## src/rtl/ppt_ecp_pkg.sv

```systemverilog
package ppt_ecp_pkg;

    typedef enum logic [2:0] {
        MODE_STD   = 3'b000,
        MODE_BIDIR = 3'b001,
        MODE_FIFO  = 3'b010,
        MODE_ECP   = 3'b011,
        MODE_EPP   = 3'b100,
        MODE_RSV   = 3'b101,
        MODE_TEST  = 3'b110,
        MODE_CFG   = 3'b111
    } pmode_e;

    typedef struct packed {
        logic       cmd;
        logic [7:0] val;
    } fentry_t;

    typedef struct packed {
        logic dat_wr;
        logic dat_rd;
        logic adr_push;
        logic sts_rd;
    } acc_t;

    function automatic logic mode_is_epp(input logic [2:0] m);
        return m == MODE_EPP;
    endfunction

    function automatic logic mode_is_plain(input logic [2:0] m);
        return (m == MODE_STD) || (m == MODE_BIDIR);
    endfunction

    function automatic logic [7:0] pack_status(input logic busy, input logic ack,
                                               input logic pe, input logic slct,
                                               input logic err, input logic tbit);
        return {~busy, ack, pe, slct, err, 2'b11, tbit};
    endfunction

endpackage

```

## src/rtl/ppt_ecp_decode.sv

```systemverilog
module ppt_ecp_decode
    import ppt_ecp_pkg::*;
(
    input  logic       sel,
    input  logic       wr,
    input  logic       addr,
    input  logic [2:0] mode,
    input  logic       dir_rev,
    output acc_t       acc
);
    logic plain, ecp, off0, off1;

    always_comb begin
        plain        = mode_is_plain(mode);
        ecp          = (mode == MODE_ECP);
        off0         = sel && !addr;
        off1         = sel && addr;
        acc.dat_wr   = off0 && wr && plain;
        acc.dat_rd   = off0 && !wr && plain;
        acc.adr_push = off0 && wr && ecp && !dir_rev;
        acc.sts_rd   = off1 && !wr;
    end
endmodule

```

## src/rtl/ppt_ecp_fifo.sv

```systemverilog
module ppt_ecp_fifo #(
    parameter int DEPTH = 16,
    parameter int W     = 9,
    localparam int AW   = (DEPTH > 1) ? $clog2(DEPTH) : 1,
    localparam int CW   = $clog2(DEPTH + 1)
) (
    input  logic          clk,
    input  logic          rst,
    input  logic          push,
    input  logic [W-1:0]  din,
    input  logic          pop,
    output logic [W-1:0]  head,
    output logic [CW-1:0] level,
    output logic          full,
    output logic          empty,
    output logic          ovf
);
    logic [W-1:0]  mem [DEPTH];
    logic [AW-1:0] wp, rp;
    logic [CW-1:0] cnt;
    logic          push_ok, pop_ok;

    function automatic logic [AW-1:0] nxt(input logic [AW-1:0] p);
        return (p == AW'(DEPTH - 1)) ? '0 : p + 1'b1;
    endfunction

    always_comb begin
        full    = (cnt == CW'(DEPTH));
        empty   = (cnt == '0);
        push_ok = push && !full;
        pop_ok  = pop && !empty;
        head    = mem[rp];
        level   = cnt;
    end

    always_ff @(posedge clk) begin
        if (push_ok) mem[wp] <= din;
    end

    always_ff @(posedge clk) begin
        if (rst) begin
            wp  <= '0;
            rp  <= '0;
            cnt <= '0;
            ovf <= 1'b0;
        end else begin
            if (push_ok) wp <= nxt(wp);
            if (pop_ok)  rp <= nxt(rp);
            case ({push_ok, pop_ok})
                2'b10:   cnt <= cnt + 1'b1;
                2'b01:   cnt <= cnt - 1'b1;
                default: cnt <= cnt;
            endcase
            if (push && full) ovf <= 1'b1;
        end
    end
endmodule

```

## src/rtl/ppt_ecp_tmo.sv

```systemverilog
module ppt_ecp_tmo #(
    parameter int LIMIT = 1250,
    localparam int TW   = $clog2(LIMIT + 1)
) (
    input  logic clk,
    input  logic rst,
    input  logic epp_mode,
    input  logic cyc_busy,
    input  logic sts_rd,
    output logic flag
);
    logic [TW-1:0] cnt;
    logic          prev_epp;
    logic          run, evt, entry;

    always_comb begin
        run   = epp_mode && cyc_busy;
        evt   = run && (cnt == TW'(LIMIT - 1));
        entry = epp_mode && !prev_epp;
    end

    always_ff @(posedge clk) begin
        if (rst) begin
            cnt <= '0;
        end else if (!run) begin
            cnt <= '0;
        end else if (cnt != TW'(LIMIT)) begin
            cnt <= cnt + 1'b1;
        end
    end

    always_ff @(posedge clk) begin
        if (rst) begin
            prev_epp <= 1'b0;
            flag     <= 1'b0;
        end else begin
            prev_epp <= epp_mode;
            if (evt)                       flag <= 1'b1;
            else if (entry)                flag <= 1'b0;
            else if (sts_rd && epp_mode)   flag <= 1'b0;
        end
    end
endmodule

```

## src/rtl/ppt_ecp_regs.sv

```systemverilog
module ppt_ecp_regs
    import ppt_ecp_pkg::*;
#(
    parameter int FIFO_DEPTH = 16,
    parameter int TMO_CYCLES = 1250,
    localparam int LW        = $clog2(FIFO_DEPTH + 1),
    localparam int EW        = $bits(fentry_t)
) (
    input  logic          clk,
    input  logic          rst,
    input  logic          bus_sel,
    input  logic          bus_wr,
    input  logic          bus_addr,
    input  logic [7:0]    bus_wdata,
    output logic [7:0]    bus_rdata,
    input  logic [2:0]    mode_i,
    input  logic          dir_rev_i,
    input  logic [7:0]    pd_pins_i,
    output logic [7:0]    pd_latch_o,
    input  logic          busy_i,
    input  logic          ack_i,
    input  logic          pe_i,
    input  logic          slct_i,
    input  logic          err_i,
    input  logic          epp_cyc_i,
    input  logic          fifo_pop_i,
    output logic [EW-1:0] fifo_head_o,
    output logic [LW-1:0] fifo_level_o,
    output logic          fifo_full_o,
    output logic          fifo_empty_o,
    output logic          fifo_ovf_o
);
    acc_t    acc;
    fentry_t in_ent;
    logic    tmo_flag;
    logic    epp_now;

    ppt_ecp_decode u_dec (
        .sel     (bus_sel),
        .wr      (bus_wr),
        .addr    (bus_addr),
        .mode    (mode_i),
        .dir_rev (dir_rev_i),
        .acc     (acc)
    );

    always_comb begin
        in_ent.cmd = 1'b1;
        in_ent.val = bus_wdata;
        epp_now    = mode_is_epp(mode_i);
    end

    ppt_ecp_fifo #(.DEPTH(FIFO_DEPTH), .W(EW)) u_fifo (
        .clk   (clk),
        .rst   (rst),
        .push  (acc.adr_push),
        .din   (in_ent),
        .pop   (fifo_pop_i),
        .head  (fifo_head_o),
        .level (fifo_level_o),
        .full  (fifo_full_o),
        .empty (fifo_empty_o),
        .ovf   (fifo_ovf_o)
    );

    ppt_ecp_tmo #(.LIMIT(TMO_CYCLES)) u_tmo (
        .clk      (clk),
        .rst      (rst),
        .epp_mode (epp_now),
        .cyc_busy (epp_cyc_i),
        .sts_rd   (acc.sts_rd),
        .flag     (tmo_flag)
    );

    always_ff @(posedge clk) begin
        if (rst)             pd_latch_o <= '0;
        else if (acc.dat_wr) pd_latch_o <= bus_wdata;
    end

    always_comb begin
        if (acc.dat_rd)
            bus_rdata = pd_pins_i;
        else if (acc.sts_rd)
            bus_rdata = pack_status(busy_i, ack_i, pe_i, slct_i, err_i,
                                    epp_now ? tmo_flag : 1'b1);
        else
            bus_rdata = 8'h00;
    end
endmodule

```

## config.mk

```make
export PLATFORM = sky130hd
export DESIGN_NAME = ppt_ecp_regs
export DESIGN_NICKNAME = d
export VERILOG_FILES = /design/src/rtl/ppt_ecp_pkg.sv /design/src/rtl/ppt_ecp_decode.sv /design/src/rtl/ppt_ecp_fifo.sv /design/src/rtl/ppt_ecp_tmo.sv /design/src/rtl/ppt_ecp_regs.sv
export SDC_FILE = /design/constraint.sdc
export NUM_CORES = 1
export LEC_CHECK = 0
export ABC_CLOCK_PERIOD_IN_PS = 3600
export BUFFER_PORTS_ARGS = -buffer_cell sky130_fd_sc_hd__buf_2
export CORE_UTILIZATION = 40
export CTS_CLUSTER_DIAMETER = 200
export DETAILED_ROUTE_END_ITERATION = 6
export PLACE_DENSITY = 0.57
export SKIP_LAST_GASP = 1
export SLEW_MARGIN = 15
export SYNTH_ARGS = -nofsm -noshare
export SYNTH_HDL_FRONTEND = slang
export SYNTH_HIERARCHICAL = 1
export SYNTH_SLANG_ARGS = --single-unit
```

## constraint.sdc

```tcl
create_clock -name clk -period 3.6 [get_ports clk]
set_clock_uncertainty 0.1 [all_clocks]
set_input_delay 0.18 -clock clk [delete_from_list [all_inputs] [get_ports clk]]
set_output_delay 0.18 -clock clk [all_outputs]
set_load 0.02 [all_outputs]
```

Word-level counts from Yosys, hierarchy flattened
Memory sizes are Yosys's and may differ from the RTL's. A register that Yosys moved wholly into a read port is not among the register bits.
Cells that the tools add are included.
{"block": "word_totals", "regBits": 35, "mem_bits_rw": 128, "word_cells": 67, "memories": 1}
{"name": "u_fifo.mem", "depth": 16, "word_bits": 8, "rd": 1, "rd_ports_with_merged_regs": 1, "write_ports": 1, "line": "ppt_ecp_fifo.sv:18", "rtl": "logic [W-1:0] mem [DEPTH];"}
{"block": "op_classes", "addsub": 5, "eq_ne": 10, "n_mux": 13, "bitwise": 2, "n_reduce_logical": 28}
{"cell": "logical AND 1 bit", "n": 16}
{"cell": "2-to-1 mux 4 bit", "n": 4}
{"cell": "2-to-1 mux 8 bit", "n": 2}
{"cell": "adder 11 x 1 -> 11 bit, second input constant", "n": 1}
{"cell": "equality test 11 bit, second input constant", "n": 1}
{"cell": "inequality test 11 bit, second input constant", "n": 1}
{"cell": "one-hot mux 5 bit (2 select lines)", "n": 1}
{"cell": "adder 4 x 1 -> 4 bit, second input constant", "n": 2}
{"cell": "equality test 4 bit, second input constant", "n": 2}
{"cell": "logical NOT 1 bit", "n": 6}
{"cell": "2-to-1 mux 1 bit", "n": 6}
{"cell": "adder 5 x 1 -> 5 bit, second input constant", "n": 1}
{"cell": "equality test 5 bit, second input constant", "n": 1}
{"cell": "logical NOT 5 bit", "n": 1}
{"cell": "subtractor 5 x 1 -> 5 bit, second input constant", "n": 1}
{"cell": "equality test 3 x 1 -> 1 bit, second input constant", "n": 1}
{"cell": "equality test 3 x 2 -> 1 bit, second input constant", "n": 1}
{"cell": "equality test 3 bit, second input constant", "n": 1}
{"cell": "logical NOT 3 bit", "n": 1}
{"cell": "nonzero test 3 bit", "n": 1}
{"cell": "equality test 2 x 1 -> 1 bit, second input constant", "n": 1}
{"cell": "equality test 2 bit, second input constant", "n": 1}
{"cell": "inverter 1 bit", "n": 2}
{"cell": "nonzero test 2 bit", "n": 1}
{"cell": "2 further kinds", "n": 2}

Logic depth before layout (Yosys ltp)
{"block": "logic_depth", "depth_word": 8, "ltp_mapped": 13, "ltp_nobuf": 10}

Cells and area by module
Netlist, hierarchy kept.
{"module": "ppt_ecp_fifo", "n_inst": 1, "cells_per_inst": 321, "area_per_inst_um2": 6572.6, "seq_area_each_um2": 4684.5}
{"module": "ppt_ecp_tmo", "n_inst": 1, "cells_per_inst": 71, "area_per_inst_um2": 660.6, "seq_area_each_um2": 260.2}
{"module": "ppt_ecp_regs", "n_inst": 1, "cells_per_inst": 46, "area_per_inst_um2": 416.6, "seq_area_each_um2": 160.2}
{"module": "ppt_ecp_decode", "n_inst": 1, "cells_per_inst": 7, "area_per_inst_um2": 65.1, "seq_area_each_um2": 0.0}

Least setup slack after synthesis
OpenSTA, ideal clock, no wires.
{"block": "synth_path", "path_kind": "register -> register", "startpoint": "reg u_fifo.cnt[1], in the netlist u_fifo/level[1]", "endpoint": "reg u_fifo.cnt[4], in the netlist u_fifo/level[4]", "setup_time_ps": 121, "t_arrival_ps": 2836, "required_ps": 3379, "path_slack_ps": 543, "stages_incl_launch_ff": 14, "path_buffers": 4, "cell_sequence": "dfxtp_1 > buf_6 > or4_4 > buf_6 > o21ai_4 > buf_6 > ha_1 > clkbuf_1 > xor2_1 > ha_1 > and3b_1 > o21ai_0 > a31oi_1 > mux2_2"}
{"block": "synth_between", "elab_chain_cells": 5, "word_cells_on_any_way": 12}
{"element": "from (decl)", "line": "ppt_ecp_fifo.sv:20", "rtl": "logic [CW-1:0] cnt;"}
{"element": "from (signal assigned)", "line": "ppt_ecp_fifo.sv:50", "rtl": "2'b10: cnt <= cnt + 1'b1;"}
{"element": "from (signal assigned)", "line": "ppt_ecp_fifo.sv:51", "rtl": "2'b01: cnt <= cnt - 1'b1;"}
{"element": "from (signal assigned)", "line": "ppt_ecp_fifo.sv:52", "rtl": "default: cnt <= cnt;"}
{"element": "equality test 5 bit / logical NOT 5 bit (equally long branches)", "line": "ppt_ecp_fifo.sv:28, ppt_ecp_fifo.sv:29"}
{"element": "logical NOT 1 bit, on equally long branches", "line": "ppt_ecp_fifo.sv:30, ppt_ecp_fifo.sv:31"}
{"element": "logical AND 1 bit, on equally long branches", "line": "ppt_ecp_fifo.sv:30, ppt_ecp_fifo.sv:31"}
{"element": "equality test 2 x 1 -> 1 bit / equality test 2 bit (equally long branches)", "line": "ppt_ecp_fifo.sv:49", "rtl": "case ({push_ok, pop_ok})"}
{"element": "one-hot mux 5 bit (2 select lines) / nonzero test 2 bit (equally long branches)"}
Several ways; a longest one is shown, not always the timed one.
A chain may end at the register's enable or synchronous reset.

Worst setup path in the final report
Ends and elaborated chain as after synthesis.

==> results.txt <==
- Status: completed
- Leakage dissipation: 3.053 nW
* DRC viols: 0
* Share of Yosys cell area claimed by the top area cell type: about 56%
- The core region is 18830 um2.
* Min Hold Slack: around 0.029 ns
- Global routing finished with a remaining overflow of 0.
- After detailed routing, the average wire length per cell comes to between 15 and 20 um.
* Peak fanout along the critical path: 12
- For this run, the top clock speed supported by timing is 0.3151 GHz.
* Weighted congestion reported at the end of routability-driven placement: between 0.7 and 0.8
- The first routing iteration left approximately 300 violations.
- The H-tree was split into 4 levels.
* Number of enable-type register cells in the synthesized netlist: 144
- The number of cells on the worst reg-to-reg path is 9.
- Endpoints failing hold: 0
- Using the TritonRoute via totals, the vias-per-cell ratio works out to around 5.2.
- Final period utilization: approximately nine tenths
- Proportion of synthesized chip area in sequential cells: roughly two thirds
* Count of boundary I/O pins: 65
- By area the synthesized netlist is led by edfxtp_1 (56%), dfxtp_1 (10%), mux4_2 (7.3%), mux4_1 (6.8%), ha_1 (1.8%).
- Maximum resistive drop on vdd: between 0.0003 and 0.0004 V
* Post-placement worst setup slack: 0.4843 ns
- The initialized floorplan defines 50 standard-cell rows.
- Rel. slew slack: a little under half
* Nets@finish: ~570
* Die extent in x: around 140 um
- Vias in the first global route: ~4300
- DIE HEIGHT: 140.9 um
- Unrepaired setup endpoints after global routing: false
- For the worst setup path, the data required time is 3.81 ns.
- Antenna Violating Nets Remaining: 0
* Period minus WS final: 3.174 ns
* Kind of critical path: reg -> reg
* Half-perimeter wire length after detailed placement: 9816 um
- The synthesized netlist occupies a cell area of between 7000 and 8000 um2.
- Input and output buffers added on the ports amount to 64.
- TritonCTS built the clock tree.
- Flop-to-flop setup slack: between 0.4 and 0.5 ns
- Clock-pin slew was measured on the worst setup and hold paths at roughly 0.070 ns.
- Cell accounting for the most synthesized area: edfxtp_1
- Largest net degree at the start of global routing: 37
- The final count of pins violating max slew is 0.
- Count of clock tree sinks: between 150 and 200
* Number of buffers on the longest clock path: 2
* Number of instances in the synthesized netlist: approximately 450
* Max-cap violations: 0
- Counting instances, the worst hold path has a depth of 1.
- Detailed routing inserted a total of roughly 4200 vias.
- Counting distinct cell types in the post-synthesis netlist gives 57.
* Critical path capture point type: flip-flop
- Counting flops and latches in the post-synthesis netlist gives 183.
* Number of antenna violations at the first check in global routing: 0
- The floorplan step defined a die boundary enclosing a little under 20000 um2.
- The repair_antennas step left the layout with diodes totalling 0.
- Kind of start point of the critical path: flip-flop
- Share of final-layout standard cells stronger than drive strength 1: between 20% and 30%
* Synthesis Warnings: 6
* Arrival time of data at the critical path endpoint: about 3.4 ns
* Share of the core filled with cells: 47.79%
- Final setup fails: 0
* Overall Power: around 0.0044 W
- Counting the buffers created by CTS gives 17.
- Tightest Pin Transition: 0.8023 ns
- In this run the mean area of a mapped cell was approximately 17 um2.
* Total routing resource utilization after global routing: between 10% and 20%
* Main synth FF type: edfxtp_1
* Cell area power density: 486.5 nW/um2
- Starting utilization of the core area: approximately 41%
- The first global-routing pass estimated ~24000 um of wire.
* Summed negative setup slack over all endpoints: 0 ns
- Growth of design area from synthesis to finish: 16.64%
- Root buffer cell: clkbuf_16
* Worst min path class: in -> reg
- Proportion of register bits with asynchronous set or reset after synthesis: 0%
- For this run, the detailed router's first-pass iteration total came to 4.
* Clock network latency to the later pin of the worst-skew pair: around 0.42 ns
- Smallest setup slack after layout: 0.4262 ns
- Aggregate routed wire length: roughly 16000 um
cell usage after synthesis (all sizes together), types with 8 or more instances:
master	number
nand2	19
and2	13
mux4	45
edfxtp	144
nor2	26
ha	11
buf	18
a21oi	14
dfxtp	39
inv	8
mux2i	12
o21ai	14
metrics by stage:
step	instance area, um2	std cells
after global placement	8348	771
after global routing	8999	804
final	8999	804
after CTS	8999	804
after floorplan	7771	460
after detailed placement	8348	771
critical path, stage by stage, from the launching register on:
cell and delay (ns):
dfxtp_1 0.40, or4_4 0.62, o21ai_4 0.36, ha_1 0.38, xor2_1 0.20, ha_1 0.22, and3b_1 0.16, o21ai_0 0.07
a31oi_1 0.22, mux2_2 0.35
registers in the layout, indices dropped and copies added, names as in the netlist, named ones only:
signal / flops
u_fifo/ovf: 1
u_fifo/rp: 4
u_tmo/cnt: 11
u_fifo/mem: 144
pd_latch_o: 8
u_fifo/wp: 4
u_fifo/level: 5
u_tmo/flag: 1
u_tmo/prev_epp: 1
logic make-up (layout without fill, tap and decap cells):
family / Yosys count / in the layout / synth area share (%)
xor gates and xnor gates: 7 / 7 / 0.7947
buffers and inverters: 30 / 114 / 2.498
other: 1 / 16 / 0.04861
DFF: 183 / 183 / 66.17
muxes: 60 / 60 / 16.15
and+or+nand+nor: 105 / 105 / 8.239
adders and majority gates: 11 / 11 / 1.784
AOI/OAI and AO/OA: 48 / 48 / 4.314
layer usage:
metal	wire [um]	up-vias	global-route usage, %
li1	-	1930	-
met1	7292	2155	22.41
met2	7338	113	26.84
met3	764	20	4.484
met4	312	0	5.835
met5	0	-	0
cell usage in the layout, fill, tap and decap left out, types with 5 or more instances in the layout:
cell          n
clkinvlp_4    5
nor2_1       26
and2_1       13
nand2_1      19
inv_1         8
nand3_1       5
clkbuf_16    17
a21oi_1      14
o21ai_0       9
xor2_1        7
buf_4         9
mux2i_1      12
mux4_1       20
edfxtp_1    144
conb_1       16
dfxtp_1      38
buf_2        64
mux4_2       25
o31ai_1       5
ha_1         11
power by group:
part           switching [W]  internal (W)
clock               0.000821       0.00118
sequential        0.00000319       0.00228
combinational      0.0000621     0.0000362
total               0.000886       0.00349
final cells by class:
type / instances / area [um2]
Fill cell: 1602 / 9832
Sequential cell: 183 / 5106
Multi-Input combinational cell: 247 / 2499
Clock buffer: 17 / 425.4
Timing Repair Buffer: 74 / 397.9
Tap cell: 260 / 325.3
Clock inverter: 15 / 215.2
Inverter: 8 / 30.03
what timing repair did:
action,in CTS,in global routing
setup endpoints to repair,0,0
endpoints found under the hold margin,1,0
hold buffers,1,0
resized for setup,0,0
setup buffers,0,0
final timing paths:
check,end,start
setup / recovery,u_fifo/level[4],u_fifo/level[1]
hold / removal,u_fifo/mem[5][6],bus_wdata[6]
setup reg to reg,u_fifo/level[4],u_fifo/level[1]
hold reg to reg,u_fifo/ovf,u_fifo/ovf
Power figures use the tool's default switching activity.
